**src/rtl/srb_pkg.sv**
```systemverilog
package srb_pkg;
  typedef enum logic [1:0] {
    CLS_SHIFT = 2'b00,
    CLS_TEST  = 2'b01,
    CLS_CLR   = 2'b10,
    CLS_SET   = 2'b11
  } cls_e;

  typedef enum logic [2:0] {
    K_ROL_CIRC = 3'b000,
    K_ROR_CIRC = 3'b001,
    K_ROL_CY   = 3'b010,
    K_ROR_CY   = 3'b011,
    K_SHL_ZERO = 3'b100,
    K_SHR_SIGN = 3'b101,
    K_SHL_ONE  = 3'b110,
    K_SHR_ZERO = 3'b111
  } kind_e;
endpackage

```
**src/rtl/srb_shift.sv**
```systemverilog
module srb_shift #(
  parameter int DATA_W = 8
) (
  input  srb_pkg::kind_e     kind_i,
  input  logic [DATA_W-1:0]  opnd_i,
  input  logic               cin_i,
  output logic [DATA_W-1:0]  res_o,
  output logic               cout_o
);
  import srb_pkg::*;

  localparam int MSB = DATA_W - 1;

  logic msb, lsb;
  assign msb = opnd_i[MSB];
  assign lsb = opnd_i[0];

  always_comb begin
    unique case (kind_i)
      K_ROL_CIRC: begin res_o = {opnd_i[MSB-1:0], msb};   cout_o = msb; end
      K_ROR_CIRC: begin res_o = {lsb, opnd_i[MSB:1]};     cout_o = lsb; end
      K_ROL_CY:   begin res_o = {opnd_i[MSB-1:0], cin_i}; cout_o = msb; end
      K_ROR_CY:   begin res_o = {cin_i, opnd_i[MSB:1]};   cout_o = lsb; end
      K_SHL_ZERO: begin res_o = {opnd_i[MSB-1:0], 1'b0};  cout_o = msb; end
      K_SHR_SIGN: begin res_o = {msb, opnd_i[MSB:1]};     cout_o = lsb; end
      K_SHL_ONE:  begin res_o = {opnd_i[MSB-1:0], 1'b1};  cout_o = msb; end
      default:    begin res_o = {1'b0, opnd_i[MSB:1]};    cout_o = lsb; end
    endcase
  end
endmodule

```
**src/rtl/srb_bitop.sv**
```systemverilog
module srb_bitop #(
  parameter int DATA_W = 8,
  parameter int IDX_W  = $clog2(DATA_W)
) (
  input  srb_pkg::cls_e      cls_i,
  input  logic [IDX_W-1:0]   idx_i,
  input  logic [DATA_W-1:0]  opnd_i,
  output logic [DATA_W-1:0]  res_o,
  output logic               tbit_o
);
  import srb_pkg::*;

  logic [DATA_W-1:0] mask;

  // one-hot index decode
  for (genvar g = 0; g < DATA_W; g++) begin : g_mask
    assign mask[g] = (idx_i == IDX_W'(g));
  end

  assign tbit_o = |(opnd_i & mask);

  always_comb begin
    unique case (cls_i)
      CLS_CLR: res_o = opnd_i & ~mask;
      CLS_SET: res_o = opnd_i | mask;
      default: res_o = opnd_i;
    endcase
  end
endmodule

```
**src/rtl/srb_top.sv**
```systemverilog
module srb_top #(
  parameter int DATA_W = 8,
  localparam int IDX_W = $clog2(DATA_W),
  localparam int OPC_W = 2 + IDX_W + 3
) (
  input  logic              clk_i,
  input  logic              rst_ni,
  input  logic              valid_i,
  input  logic [OPC_W-1:0]  opcode_i,
  input  logic [DATA_W-1:0] operand_i,
  input  logic              carry_i,
  input  logic              zero_i,
  input  logic              sign_i,
  output logic [DATA_W-1:0] result_o,
  output logic              carry_o,
  output logic              zero_o,
  output logic              sign_o,
  output logic [2:0]        reg_o,
  output logic              wb_en_o,
  output logic              valid_o
);
  import srb_pkg::*;

  localparam int MSB = DATA_W - 1;

  cls_e             cls;
  kind_e            kind;
  logic [IDX_W-1:0] idx;

  assign cls  = cls_e'(opcode_i[OPC_W-1 -: 2]);
  assign idx  = opcode_i[3 +: IDX_W];
  assign kind = kind_e'(idx[2:0]);

  logic [DATA_W-1:0] sh_res, bit_res;
  logic              sh_cout, tbit;

  srb_shift #(.DATA_W(DATA_W)) u_shift (
    .kind_i (kind),
    .opnd_i (operand_i),
    .cin_i  (carry_i),
    .res_o  (sh_res),
    .cout_o (sh_cout)
  );

  srb_bitop #(.DATA_W(DATA_W), .IDX_W(IDX_W)) u_bitop (
    .cls_i  (cls),
    .idx_i  (idx),
    .opnd_i (operand_i),
    .res_o  (bit_res),
    .tbit_o (tbit)
  );

  logic [DATA_W-1:0] res_d;
  logic              c_d, z_d, s_d, wb_d;

  always_comb begin
    unique case (cls)
      CLS_SHIFT: begin
        res_d = sh_res; c_d = sh_cout;
        z_d = (sh_res == '0); s_d = sh_res[MSB]; wb_d = 1'b1;
      end
      CLS_TEST: begin
        res_d = operand_i; c_d = carry_i;
        z_d = ~tbit; s_d = sign_i; wb_d = 1'b0;
      end
      default: begin
        res_d = bit_res; c_d = carry_i;
        z_d = zero_i; s_d = sign_i; wb_d = 1'b1;
      end
    endcase
  end

  logic wb_q;

  always_ff @(posedge clk_i or negedge rst_ni) begin
    if (!rst_ni) valid_o <= 1'b0;
    else         valid_o <= valid_i;
  end

  always_ff @(posedge clk_i or negedge rst_ni) begin
    if (!rst_ni) begin
      result_o <= '0;
      carry_o  <= 1'b0;
      zero_o   <= 1'b0;
      sign_o   <= 1'b0;
      reg_o    <= '0;
      wb_q     <= 1'b0;
    end else if (valid_i) begin
      result_o <= res_d;
      carry_o  <= c_d;
      zero_o   <= z_d;
      sign_o   <= s_d;
      reg_o    <= opcode_i[2:0];
      wb_q     <= wb_d;
    end
  end

  assign wb_en_o = valid_o & wb_q;

  p_strobe_lat_r1: assert property (@(posedge clk_i) disable iff (!rst_ni)
    valid_i |=> valid_o);
  p_wb_gated_r1: assert property (@(posedge clk_i) disable iff (!rst_ni)
    wb_en_o |-> valid_o);
  p_shift_flags_r6: assert property (@(posedge clk_i) disable iff (!rst_ni)
    (valid_i && cls == CLS_SHIFT) |=> (zero_o == (result_o == '0)) && (sign_o == result_o[MSB]));
  p_sra_sign_r5: assert property (@(posedge clk_i) disable iff (!rst_ni)
    (valid_i && cls == CLS_SHIFT && kind == K_SHR_SIGN) |=> result_o[MSB] == $past(operand_i[MSB]));
  p_test_nowb_r7: assert property (@(posedge clk_i) disable iff (!rst_ni)
    (valid_i && cls == CLS_TEST) |=> !wb_en_o && result_o == $past(operand_i) && carry_o == $past(carry_i));
  p_bitop_flags_r8: assert property (@(posedge clk_i) disable iff (!rst_ni)
    (valid_i && opcode_i[OPC_W-1]) |=> carry_o == $past(carry_i) && zero_o == $past(zero_i) && sign_o == $past(sign_i));
  p_bitop_single_r8: assert property (@(posedge clk_i) disable iff (!rst_ni)
    (valid_i && opcode_i[OPC_W-1]) |=> $countones(result_o ^ $past(operand_i)) <= 1);
  p_reg_field_r10: assert property (@(posedge clk_i) disable iff (!rst_ni)
    valid_i |=> reg_o == $past(opcode_i[2:0]));
endmodule

```
**config.mk**
```make
export PLATFORM = sky130hd
export DESIGN_NAME = srb_top
export DESIGN_NICKNAME = d
export VERILOG_FILES = /design/src/rtl/srb_pkg.sv /design/src/rtl/srb_shift.sv /design/src/rtl/srb_bitop.sv /design/src/rtl/srb_top.sv
export SDC_FILE = /design/constraint.sdc
export NUM_CORES = 1
export LEC_CHECK = 0
export ABC_AREA = 1
export BUFFER_PORTS_ARGS = -buffer_cell sky130_fd_sc_hd__buf_2
export CORE_AREA = 2 2 53 67
export CTS_CLUSTER_DIAMETER = 30
export DETAILED_ROUTE_END_ITERATION = 8
export DIE_AREA = 0 0 55 69
export GPL_ROUTABILITY_DRIVEN = 1
export PLACE_DENSITY = 0.71
export REMOVE_ABC_BUFFERS = 1
export SETUP_SLACK_MARGIN = 0.02
export SLEW_MARGIN = 20
export SYNTH_ARGS = -nofsm -noshare
export SYNTH_HDL_FRONTEND = slang
export SYNTH_HIERARCHICAL = 1
export SYNTH_SLANG_ARGS = --single-unit
export TNS_END_PERCENT = 10
```
**constraint.sdc**
```tcl
create_clock -name clk_i -period 0.85 [get_ports clk_i]
set_clock_uncertainty 0.15 [all_clocks]
set_input_delay 0.085 -clock clk_i [delete_from_list [all_inputs] [get_ports clk_i]]
set_output_delay 0.085 -clock clk_i [all_outputs]
set_load 0.01 [all_outputs]
```
==> impl_results.rst, run 1 <==
.. list-table::
   :header-rows: 1

   * - Metric
     - Value
   * - GRT Resource Usage Total
     - 23.1%
   * - Post-route cell area
     - 1990 µm²
   * - Highest attainable clock frequency
     - 923 MHz
   * - Global placement routability congestion
     - 0.846
   * - Worst path slowest cell
     - dfrtp_1
   * - Post-Syn Instances
     - 215
   * - Leak Pwr
     - 1.05 nW
   * - Setup ws final
     - -233 ps
   * - Fraction of the cycle the final worst path needs
     - 127%
   * - Cell with the most instances after synthesis
     - nand2_1
   * - Crit Path Max Fanout
     - 2
   * - Clock input transition at the sequential cells of the worst setup and hold paths
     - 60 ps
   * - Starting density of the core
     - 43.3%
   * - Slew @ Worst Pin
     - 355 ps
   * - Number of antenna violations at the first check in global routing
     - 0
   * - Worst reg2reg endpoint
     - result_o[1]
   * - Row Count
     - 23
   * - Category of the most critical setup path
     - flip-flop to output port
   * - Count of yosys warnings during synthesis
     - 6
   * - NumNets Final
     - 302
   * - Clock sinks
     - 16
   * - CP startpoint
     - valid_o
   * - Drt pass-1 iters
     - 4
   * - Die area
     - 3800 µm²
   * - Fin. Hold Viols
     - 4
   * - Post-layout minimum cycle time
     - 1080 ps
   * - Core area
     - 3170 µm²
   * - Total via count in the routed design
     - 1565
   * - Global-route wire length before repair
     - 6.60 mm
   * - Top FF cell, synth
     - dfrtp_1
   * - Required time of the critical path
     - 610 ps
   * - Height of the chip
     - 69 µm
   * - Largest net degree at the start of global routing
     - 17
   * - Avg Cell Area, Syn
     - 6.37 µm²
   * - Number of setup violations in the final report
     - 26
   * - Ranking of synthesized cells by instance count
     - 69 x nand2_1, 31 x inv_1, 18 x nand3_1
   * - Reg-to-reg critical path startpoint
     - result_o[1]
   * - I/O pin count
     - 38
   * - Post-synthesis sequential element count
     - 16
   * - Hold wc startpoint
     - opcode_i[2]
   * - Post-detailed-route count of antenna-violating nets
     - 0
   * - Chain of cells forming the critical path
     - nand2_1 > inv_1 > buf_2
   * - Logic depth of the worst path, buffers included
     - 3
   * - RSZ-0062 raised after global routing
     - yes
   * - Total design power
     - 2.40 mW
   * - Result of the run
     - finished with violations
   * - Sequential cell area fraction in the yosys report
     - 29.2%
   * - Number of antenna cells inserted
     - 0
   * - Synth async-reset ratio
     - 100%
   * - Number of cells on the worst reg-to-reg path
     - 2
   * - Post-detailed-route via-to-cell ratio
     - 4.95
   * - Peak supply drop
     - 1.12 mV
   * - Placement-stage worst setup slack
     - -571 ps
   * - Fraction of final layout cells with drive strength greater than 1
     - 40.9%
   * - Worst min-delay path category
     - input port to flip-flop
   * - Worst skew pair latency
     - 250 ps
   * - Delay of the slowest critical-path stage
     - 380 ps
   * - Total standard cell area after synthesis
     - 1370 µm²
   * - Detailed-route DRC error count
     - 0
   * - Die W
     - 55 µm
   * - Critical Path Sink
     - wb_en_o
   * - Hold slack final
     - -114 ps
   * - Max-cap check violation count
     - 0
   * - Total grt overflow
     - 0
   * - Data arrival time of the critical path
     - 850 ps
   * - Avg WL per Cell
     - 12.6 µm
   * - Setup tns final
     - -4060 ps
   * - First DRT Iteration DRCs
     - 41
   * - Cell type group with the largest total delay on the critical path
     - flip-flops
   * - R2r setup slk
     - 0 ps
   * - Top cells by area in the synthesized netlist
     - dfrtp_1 29%, nand2_1 19%, inv_1 8.5%
   * - Buffers from clock root to sink, at most
     - 2
   * - Clock tree from TritonCTS
     - done
   * - Port Buffers
     - 37
   * - Proportion of netlist area held by the largest area contributor
     - 29.2%
   * - Failing checks
     - hold timing, setup timing
   * - DP Area
     - 1740 µm²
   * - Count of final max-slew check failures
     - 0
   * - Synth area leader
     - dfrtp_1
   * - Type of element capturing the critical path
     - output port
   * - Yosys cell types
     - 20
   * - Total number of H-tree levels
     - 1
   * - Pwr dens
     - 1210 nW/µm²
   * - Routed wire length
     - 3.99 mm
   * - CTS hold repair buffers
     - 1
   * - HPWL Detailed
     - 2.90 mm
   * - Number of global-route vias before repair
     - 1540
   * - Critical path startpoint category
     - flip-flop
   * - Count of flip-flops with a built-in enable after synthesis
     - 0
   * - Crit path buf inv count
     - 2
   * - Number of clock buffers inserted by TritonCTS
     - 3
   * - Syn-to-layout area delta
     - 45.4%
   * - Clock root cell
     - clkbuf_8
   * - Relative max-transition margin
     - 76.3%
-- layout make-up --
type / count / area (µm²)
inverter: 34 / 153
tap: 37 / 46.3
timing repair buffer: 70 / 523
fill: 302 / 1170
sequential: 16 / 400
multi-input combinational: 155 / 815
clock buffer: 4 / 55.1
-- registers in the layout, summed over array words and instances, names as in the netlist --
signal,cells
result_o,8
reg_o,3
carry_o,1
sign_o,1
valid_o,1
wb_q,1
zero_o,1
-- worst min-delay path: cells and delay by family --
family | cells | cell delay, ps
simple gates | 2 | 90
buf+inv | 1 | 70
-- cells by family (layout without fill, tap and decap cells) --
group                  Yosys count  after routing  synth area share, %
AOI/OAI and AO/OA               32             32                 12.9
buffers and inverters           44            108                 17.1
DFF                             16             16                 29.2
and+or+nand+nor                123            123                 40.8
-- report_power, final --
group | switching (mW) | total, mW | internal, mW
Clock | 0.251 | 0.662 | 0.411
Sequential | 0.0418 | 0.885 | 0.843
Combinational | 0.479 | 0.856 | 0.377
-- worst min-delay path by stage --
stage / end / slack (ps) / cells past startpoint
finish: reg_o[2] / -110 / 3
global route: reg_o[2] / -100 / 3
detailed placement: sign_o / -140 / 1
floorplan: carry_o / -360 / 0
global placement: carry_o / -150 / 1
CTS: reg_o[2] / -120 / 3
-- layer usage --
metal,part of all wire (%),vias up,track usage [%]
met5,0,-,0
met3,4.2,8,1.52
met2,51,45,39.8
met4,1.7,0,9.76
met1,43,703,28.2
li1,-,809,-
-- cell usage in the layout, fill, tap and decap left out --
cell | Yosys | routed
clkinv_8 | 0 | 1
nand2_2 | 0 | 4
inv_4 | 1 | 2
inv_2 | 2 | 5
nand3_2 | 4 | 7
inv_1 | 31 | 25
buf_6 | 6 | 6
buf_12 | 0 | 4
nor3_4 | 0 | 2
nor2_1 | 16 | 14
buf_4 | 3 | 24
o21ai_0 | 8 | 4
nor2_4 | 0 | 1
o21a_1 | 2 | 2
nand2_1 | 69 | 65
o21ai_2 | 0 | 2
nand4_1 | 7 | 7
nor2_2 | 5 | 6
a21oi_2 | 3 | 8
nand3_1 | 18 | 15
nor3_2 | 3 | 2
a21oi_1 | 10 | 5
buf_8 | 0 | 1
dlygate4sd3_1 | 0 | 1
buf_2 | 0 | 34
inv_8 | 0 | 1
dfrtp_1 | 16 | 16
clkbuf_8 | 1 | 4
o21ai_1 | 9 | 11
-- per-stage QoR --
step / utilization (%) / cells
after floorplan: - / 205
after global placement: 54.8 / 309
after detailed placement: 54.8 / 309
after CTS: 62.0 / 316
after global routing: 62.9 / 316
final: 62.9 / 316
-- what timing repair did --
item                                    4_1_cts  5_1_grt
gates resized for setup                      48        9
hold endpoints to repair                     20        4
setup buffers                                 2        0
pin swaps                                    21        7
endpoints found under the setup margin       27       28
Note: power is estimated with default switching activity, not from simulation.
==> run 2, diff against run 1 <==
Settings changed: CORE_AREA 2 2 53 67 to 2 2 49 62, DIE_AREA 0 0 55 69 to 0 0 51 64, PLACE_DENSITY 0.71 to 0.72, SYNTH_HIERARCHICAL 1 to not set.
==> impl_results.rst, run 2 <==
.. list-table::
   :header-rows: 1

   * - Metric
     - Value
   * - Result of the run
     - finished with violations
   * - Failing checks
     - hold timing, setup timing
   * - Hold slack final
     - -107 ps
   * - Die W
     - 51 µm
   * - Max-cap check violation count
     - 0
   * - Synth area leader
     - dfrtp_1
   * - Number of clock buffers inserted by TritonCTS
     - 3
   * - Worst min-delay path category
     - input port to flip-flop
   * - Post-Syn Instances
     - 189
   * - Sequential cell area fraction in the yosys report
     - 34.7%
   * - First DRT Iteration DRCs
     - 54
   * - Routed wire length
     - 3.57 mm
   * - Met1 global-route usage
     - 29.3%
   * - Post-detailed-route via-to-cell ratio
     - 5.08
   * - I/O pin count
     - 38
   * - Setup tns final
     - -3430 ps
   * - Post-synthesis sequential element count
     - 16
   * - DP Area
     - 1560 µm²
   * - Critical path startpoint category
     - flip-flop
   * - Relative max-transition margin
     - 73.3%
   * - Clock root cell
     - clkbuf_4
   * - Clock input transition at the sequential cells of the worst setup and hold paths
     - 110 ps
   * - Global-route wire length before repair
     - 6.04 mm
   * - Detailed-route DRC error count
     - 0
   * - Fin. Hold Viols
     - 6
   * - Chain of cells forming the critical path
     - nand2_1 > inv_1 > buf_2
   * - Placed cell count
     - 279
   * - Reg-to-reg critical path startpoint
     - wb_q
   * - Met3 Use GR
     - 3.27%
   * - Crit Path Max Fanout
     - 2
   * - Post-detailed-route count of antenna-violating nets
     - 0
   * - Count of yosys warnings during synthesis
     - 0
   * - Proportion of netlist area held by the largest area contributor
     - 34.7%
   * - Leading cell types in the layout, fill and taps excluded
     - 60 x nand2_1, 35 x buf_2, 28 x nor2_1
   * - Synth async-reset ratio
     - 100%
   * - Starting density of the core
     - 43.5%
   * - Logic depth of the worst path, buffers included
     - 3
   * - Avg Cell Area, Syn
     - 6.10 µm²
   * - Post-route cell area
     - 1710 µm²
   * - Number of antenna cells inserted
     - 0
   * - Number of setup violations in the final report
     - 18
   * - Total grt overflow
     - 0
   * - Cell type group with the largest total delay on the critical path
     - flip-flops
   * - Critical Path Sink
     - wb_en_o
   * - Final Non-Filler Cells
     - 288
   * - Highest attainable clock frequency
     - 867 MHz
   * - NumNets Final
     - 277
   * - Number of antenna violations at the first check in global routing
     - 0
   * - Worst reg2reg endpoint
     - wb_q
   * - Total number of H-tree levels
     - 1
   * - Setup ws final
     - -303 ps
   * - Worst skew pair latency
     - 290 ps
   * - Top FF cell, synth
     - dfrtp_1
   * - HPWL Detailed
     - 2.64 mm
   * - Grt peak-use layer
     - met2
   * - Cell with the most instances after synthesis
     - nand2_1
   * - Total standard cell area after synthesis
     - 1150 µm²
   * - Drt pass-1 iters
     - 4
   * - Met2 track utilization from global routing
     - 41.6%
   * - Total via count in the routed design
     - 1462
   * - RSZ-0062 raised after global routing
     - yes
   * - Port Buffers
     - 37
   * - Leak Pwr
     - 0.921 nW
   * - Clock sinks
     - 16
   * - Global placement routability congestion
     - 0.907
   * - Post-layout minimum cycle time
     - 1150 ps
   * - Yosys cell types
     - 21
   * - Most common cell after layout, fill and taps aside
     - nand2_1
   * - Type of element capturing the critical path
     - output port
   * - Placement-stage worst setup slack
     - -441 ps
   * - Category of the most critical setup path
     - flip-flop to output port
   * - Crit path buf inv count
     - 2
   * - Pwr dens
     - 1250 nW/µm²
   * - Number of flip-flops in the largest register
     - 8
   * - Top flop regs
     - result_o: 8 flops, reg_o: 3 flops
   * - Buffers from clock root to sink, at most
     - 2
   * - Count of final max-slew check failures
     - 0
   * - Row Count
     - 21
   * - Delay of the slowest critical-path stage
     - 400 ps
   * - Height of the chip
     - 64 µm
   * - Ranking of synthesized cells by instance count
     - 61 x nand2_1, 31 x nor2_1, 17 x a21oi_1
   * - Clock tree from TritonCTS
     - done
   * - Fraction of the cycle the final worst path needs
     - 136%
   * - Fraction of final layout cells with drive strength greater than 1
     - 34.3%
   * - Top cells by area in the synthesized netlist
     - dfrtp_1 35%, nand2_1 20%, nor2_1 10%
   * - CTS hold repair buffers
     - 4
   * - Avg WL per Cell
     - 12.4 µm
   * - Die area
     - 3260 µm²
   * - Count of flip-flops with a built-in enable after synthesis
     - 0
   * - Peak supply drop
     - 0.810 mV
   * - Largest register by flop count
     - result_o
   * - R2r setup slk
     - -60 ps
   * - Data arrival time of the critical path
     - 920 ps
   * - Syn-to-layout area delta
     - 48.0%
   * - Number of cells on the worst reg-to-reg path
     - 3
   * - Worst path slowest cell
     - dfrtp_1
   * - Number of global-route vias before repair
     - 1413
   * - Required time of the critical path
     - 610 ps
   * - Largest net degree at the start of global routing
     - 18
   * - Slew @ Worst Pin
     - 400 ps
   * - Core area
     - 2650 µm²
   * - CP startpoint
     - wb_q
   * - GRT Resource Usage Total
     - 23.7%
[run 2: power by group]
group,total [mW],internal [mW],switching (mW)
registers,0.876,0.839,0.0371
clock network,0.534,0.261,0.273
logic,0.725,0.324,0.400
total,2.14,1.42,0.711
[run 2: worst min path at each step]
stage                           start           to  slack (ps)  cells after the start
after floorplan                rst_ni      carry_o        -360                      0
after global placement         rst_ni  result_o[0]        -130                      1
after detailed placement       rst_ni  result_o[0]        -120                      1
after CTS                 opcode_i[6]         wb_q        -100                      2
after global routing      opcode_i[6]         wb_q        -110                      2
final                     opcode_i[6]         wb_q        -110                      2
[run 2: timing repair]
item | in CTS | in global routing
hold endpoints to repair | 25 | 5
pin swaps | 3 | 2
resized for setup | 8 | 17
endpoints found under the setup margin | 25 | 28
gates cloned | 0 | 0
setup buffers | 1 | 0
[run 2: final cells by class]
| class | instances | area, µm² |
|---|---|---|
| multi-input combinational | 145 | 677 |
| clock buffer | 4 | 36.3 |
| timing repair buffer | 69 | 469 |
| fill | 273 | 946 |
| tap | 34 | 42.5 |
| sequential | 16 | 400 |
| inverter | 20 | 82.6 |
[run 2: kinds of logic after synthesis]
logic type	share of synthesized area, %
buffers and inverters	10.8
and+or+nand+nor	37.7
AOI/OAI and AO/OA	16.7
DFF	34.7
[run 2: layer usage]
layer | part of all wire, % | up-vias
li1 | - | 729
met1 | 44 | 681
met2 | 51 | 46
met3 | 4.0 | 6
met4 | 1.4 | 0
met5 | 0 | -
[run 2: stage by stage]
step	total power [mW]	utilization, %
finish	2.14	64.4
global route	2.27	64.4
CTS	2.11	62.7
detailed placement	1.55	58.7
global placement	1.54	58.7
floorplan	1.18	-
==> run 3, diff against run 2 <==
Settings changed: CORE_AREA 2 2 49 62 to 2 2 59 75, DIE_AREA 0 0 51 64 to 0 0 61 77, PLACE_DENSITY 0.72 to not set.
==> impl_results.rst, run 3 (synthesized netlist as in run 2, its figures left out) <==
.. list-table::
   :header-rows: 1

   * - Metric
     - Value
   * - Worst skew pair latency
     - 250 ps
   * - Number of antenna cells inserted
     - 0
   * - Result of the run
     - finished with violations
   * - Clock root cell
     - clkbuf_8
   * - Post-CTS setup repair buffer count
     - 0
   * - Number of cells on the worst reg-to-reg path
     - 2
   * - First DRT Iteration DRCs
     - 35
   * - Largest net degree at the start of global routing
     - 18
   * - Final Non-Filler Cells
     - 303
   * - Largest register by flop count
     - result_o
   * - Data arrival time of the critical path
     - 860 ps
   * - Relative max-transition margin
     - 76.2%
   * - Leading cell types in the layout, fill and taps excluded
     - 58 x nand2_1, 34 x buf_2, 29 x nor2_1
   * - Number of clock buffers inserted by TritonCTS
     - 3
   * - Routed wire length
     - 3.60 mm
   * - Clock tree from TritonCTS
     - done
   * - Global-route wire length before repair
     - 6.10 mm
   * - Fin. Hold Viols
     - 3
   * - R2r setup slk
     - 50 ps
   * - Row Count
     - 26
   * - Max-cap check violation count
     - 0
   * - Post-layout minimum cycle time
     - 1090 ps
   * - Slew @ Worst Pin
     - 356 ps
   * - Multi-input combinational cell area
     - 668 µm²
   * - Placement-stage worst setup slack
     - -493 ps
   * - GRT Resource Usage Total
     - 16.8%
   * - Fraction of the cycle the final worst path needs
     - 128%
   * - Post-route cell area
     - 1720 µm²
   * - Critical Path Sink
     - wb_en_o
   * - Height of the chip
     - 77 µm
   * - Buffers from clock root to sink, at most
     - 2
   * - Count of final max-slew check failures
     - 0
   * - I/O pin count
     - 38
   * - Core area
     - 4000 µm²
   * - Fraction of final layout cells with drive strength greater than 1
     - 33.2%
   * - Detailed-route DRC error count
     - 0
   * - Type of element capturing the critical path
     - output port
   * - Total via count in the routed design
     - 1393
   * - Port Buffers
     - 37
   * - HPWL Detailed
     - 2.89 mm
   * - CP startpoint
     - valid_o
   * - Worst reg2reg endpoint
     - result_o[0]
   * - Clock input transition at the sequential cells of the worst setup and hold paths
     - 60 ps
   * - Die W
     - 61 µm
   * - Most common cell after layout, fill and taps aside
     - nand2_1
   * - Number of antenna violations at the first check in global routing
     - 0
   * - Worst min-delay path category
     - input port to flip-flop
   * - Top flop regs
     - result_o: 8 flops, reg_o: 3 flops
   * - Layout fillers
     - 432
   * - RSZ-0062 raised after global routing
     - yes
   * - Number of setup violations in the final report
     - 19
   * - Die area
     - 4700 µm²
   * - Post-detailed-route count of antenna-violating nets
     - 0
   * - Hold slack final
     - -118 ps
   * - Total number of H-tree levels
     - 1
   * - Placed cell count
     - 299
   * - Post-detailed-route via-to-cell ratio
     - 4.60
   * - Global placement routability congestion
     - 0.928
   * - Starting density of the core
     - 28.8%
   * - Number of global-route vias before repair
     - 1382
   * - Peak supply drop
     - 1.21 mV
   * - Clock sinks
     - 16
   * - Reg-to-reg critical path startpoint
     - result_o[0]
   * - Leak Pwr
     - 0.902 nW
   * - DP Area
     - 1580 µm²
   * - Setup ws final
     - -242 ps
   * - Required time of the critical path
     - 610 ps
   * - Category of the most critical setup path
     - flip-flop to output port
   * - Drt pass-1 iters
     - 4
   * - Critical path startpoint category
     - flip-flop
   * - Highest attainable clock frequency
     - 916 MHz
   * - CTS hold repair buffers
     - 1
   * - Avg WL per Cell
     - 11.9 µm
   * - Failing checks
     - hold timing, setup timing
   * - Crit Path Max Fanout
     - 2
   * - Number of flip-flops in the largest register
     - 8
   * - NumNets Final
     - 270
   * - Syn-to-layout area delta
     - 48.7%
   * - Combined flip-flop and latch cell area
     - 400 µm²
   * - Pwr dens
     - 1320 nW/µm²
   * - Total design power
     - 2.27 mW
   * - Total grt overflow
     - 0
   * - Number of cells on the worst hold path
     - 3
-- run 3: changes by cell type in the layout (fill, tap and decap cells not counted), moves of 3 or more --
cell           previous run  this run
dlygate4sd3_1             4         1
a21oi_1                  13        16
clkbuf_4                  4         0
a21oi_2                   4         1
clkbuf_8                  1         4
buf_4                    26        22
-- run 3: area by class of cell --
cell class	count	area share (%)
multi-input cells	145	38.9
repair buffers	62	25.5
flip-flops and latches	16	23.3
inverters	20	4.96
well taps	56	4.08
clock buffers	4	3.21
-- run 3: metal layers --
| layer | vias up | part of all wire [%] | global-route usage [%] | wire (µm) |
|---|---|---|---|---|
| met1 | 643 | 44 | 20.8 | 1590 |
| met2 | 28 | 50 | 27.8 | 1820 |
| met3 | 6 | 3.6 | 2.53 | 129 |
| met5 | - | 0 | 0 | 0 |
| met4 | 0 | 1.8 | 7.39 | 65 |
| li1 | 716 | - | - | - |
-- run 3: worst min path at each step --
stage / from / slack (ps) / endpoint
2_1_floorplan: rst_ni / -360 / carry_o
3_3_place_gp: rst_ni / -130 / result_o[0]
3_5_place_dp: rst_ni / -130 / result_o[0]
4_1_cts: opcode_i[1] / -120 / reg_o[1]
5_1_grt: opcode_i[1] / -120 / reg_o[1]
6_report: opcode_i[1] / -120 / reg_o[1]
-- run 3: timing repair --
action,4_1_cts,5_1_grt
pin swaps,7,4
gates resized for setup,22,8
endpoints found under the hold margin,19,3
endpoints found under the setup margin,27,28
-- run 3: critical path: stages (launching register included) --
cell	delay (ps)
dfrtp_1	380
nand2_1	70
inv_1	30
buf_2	120
-- run 3: report_power, final --
part	internal (mW)	leakage (nW)	switching [mW]
Clock	0.411	0.0288	0.271
Sequential	0.841	0.184	0.0380
Combinational	0.314	0.690	0.391
Total	1.57	0.902	0.700
-- run 3: per-stage QoR --
step                hold slack [ps]  setup TNS (ps)  utilization, %
detailed placement             -132           -4520            39.6
floorplan                      -361            -298               -
global route                   -116           -3840            42.9
global placement               -134           -4370            39.6
CTS                            -119           -2730            42.5
finish                         -118           -2610            42.9
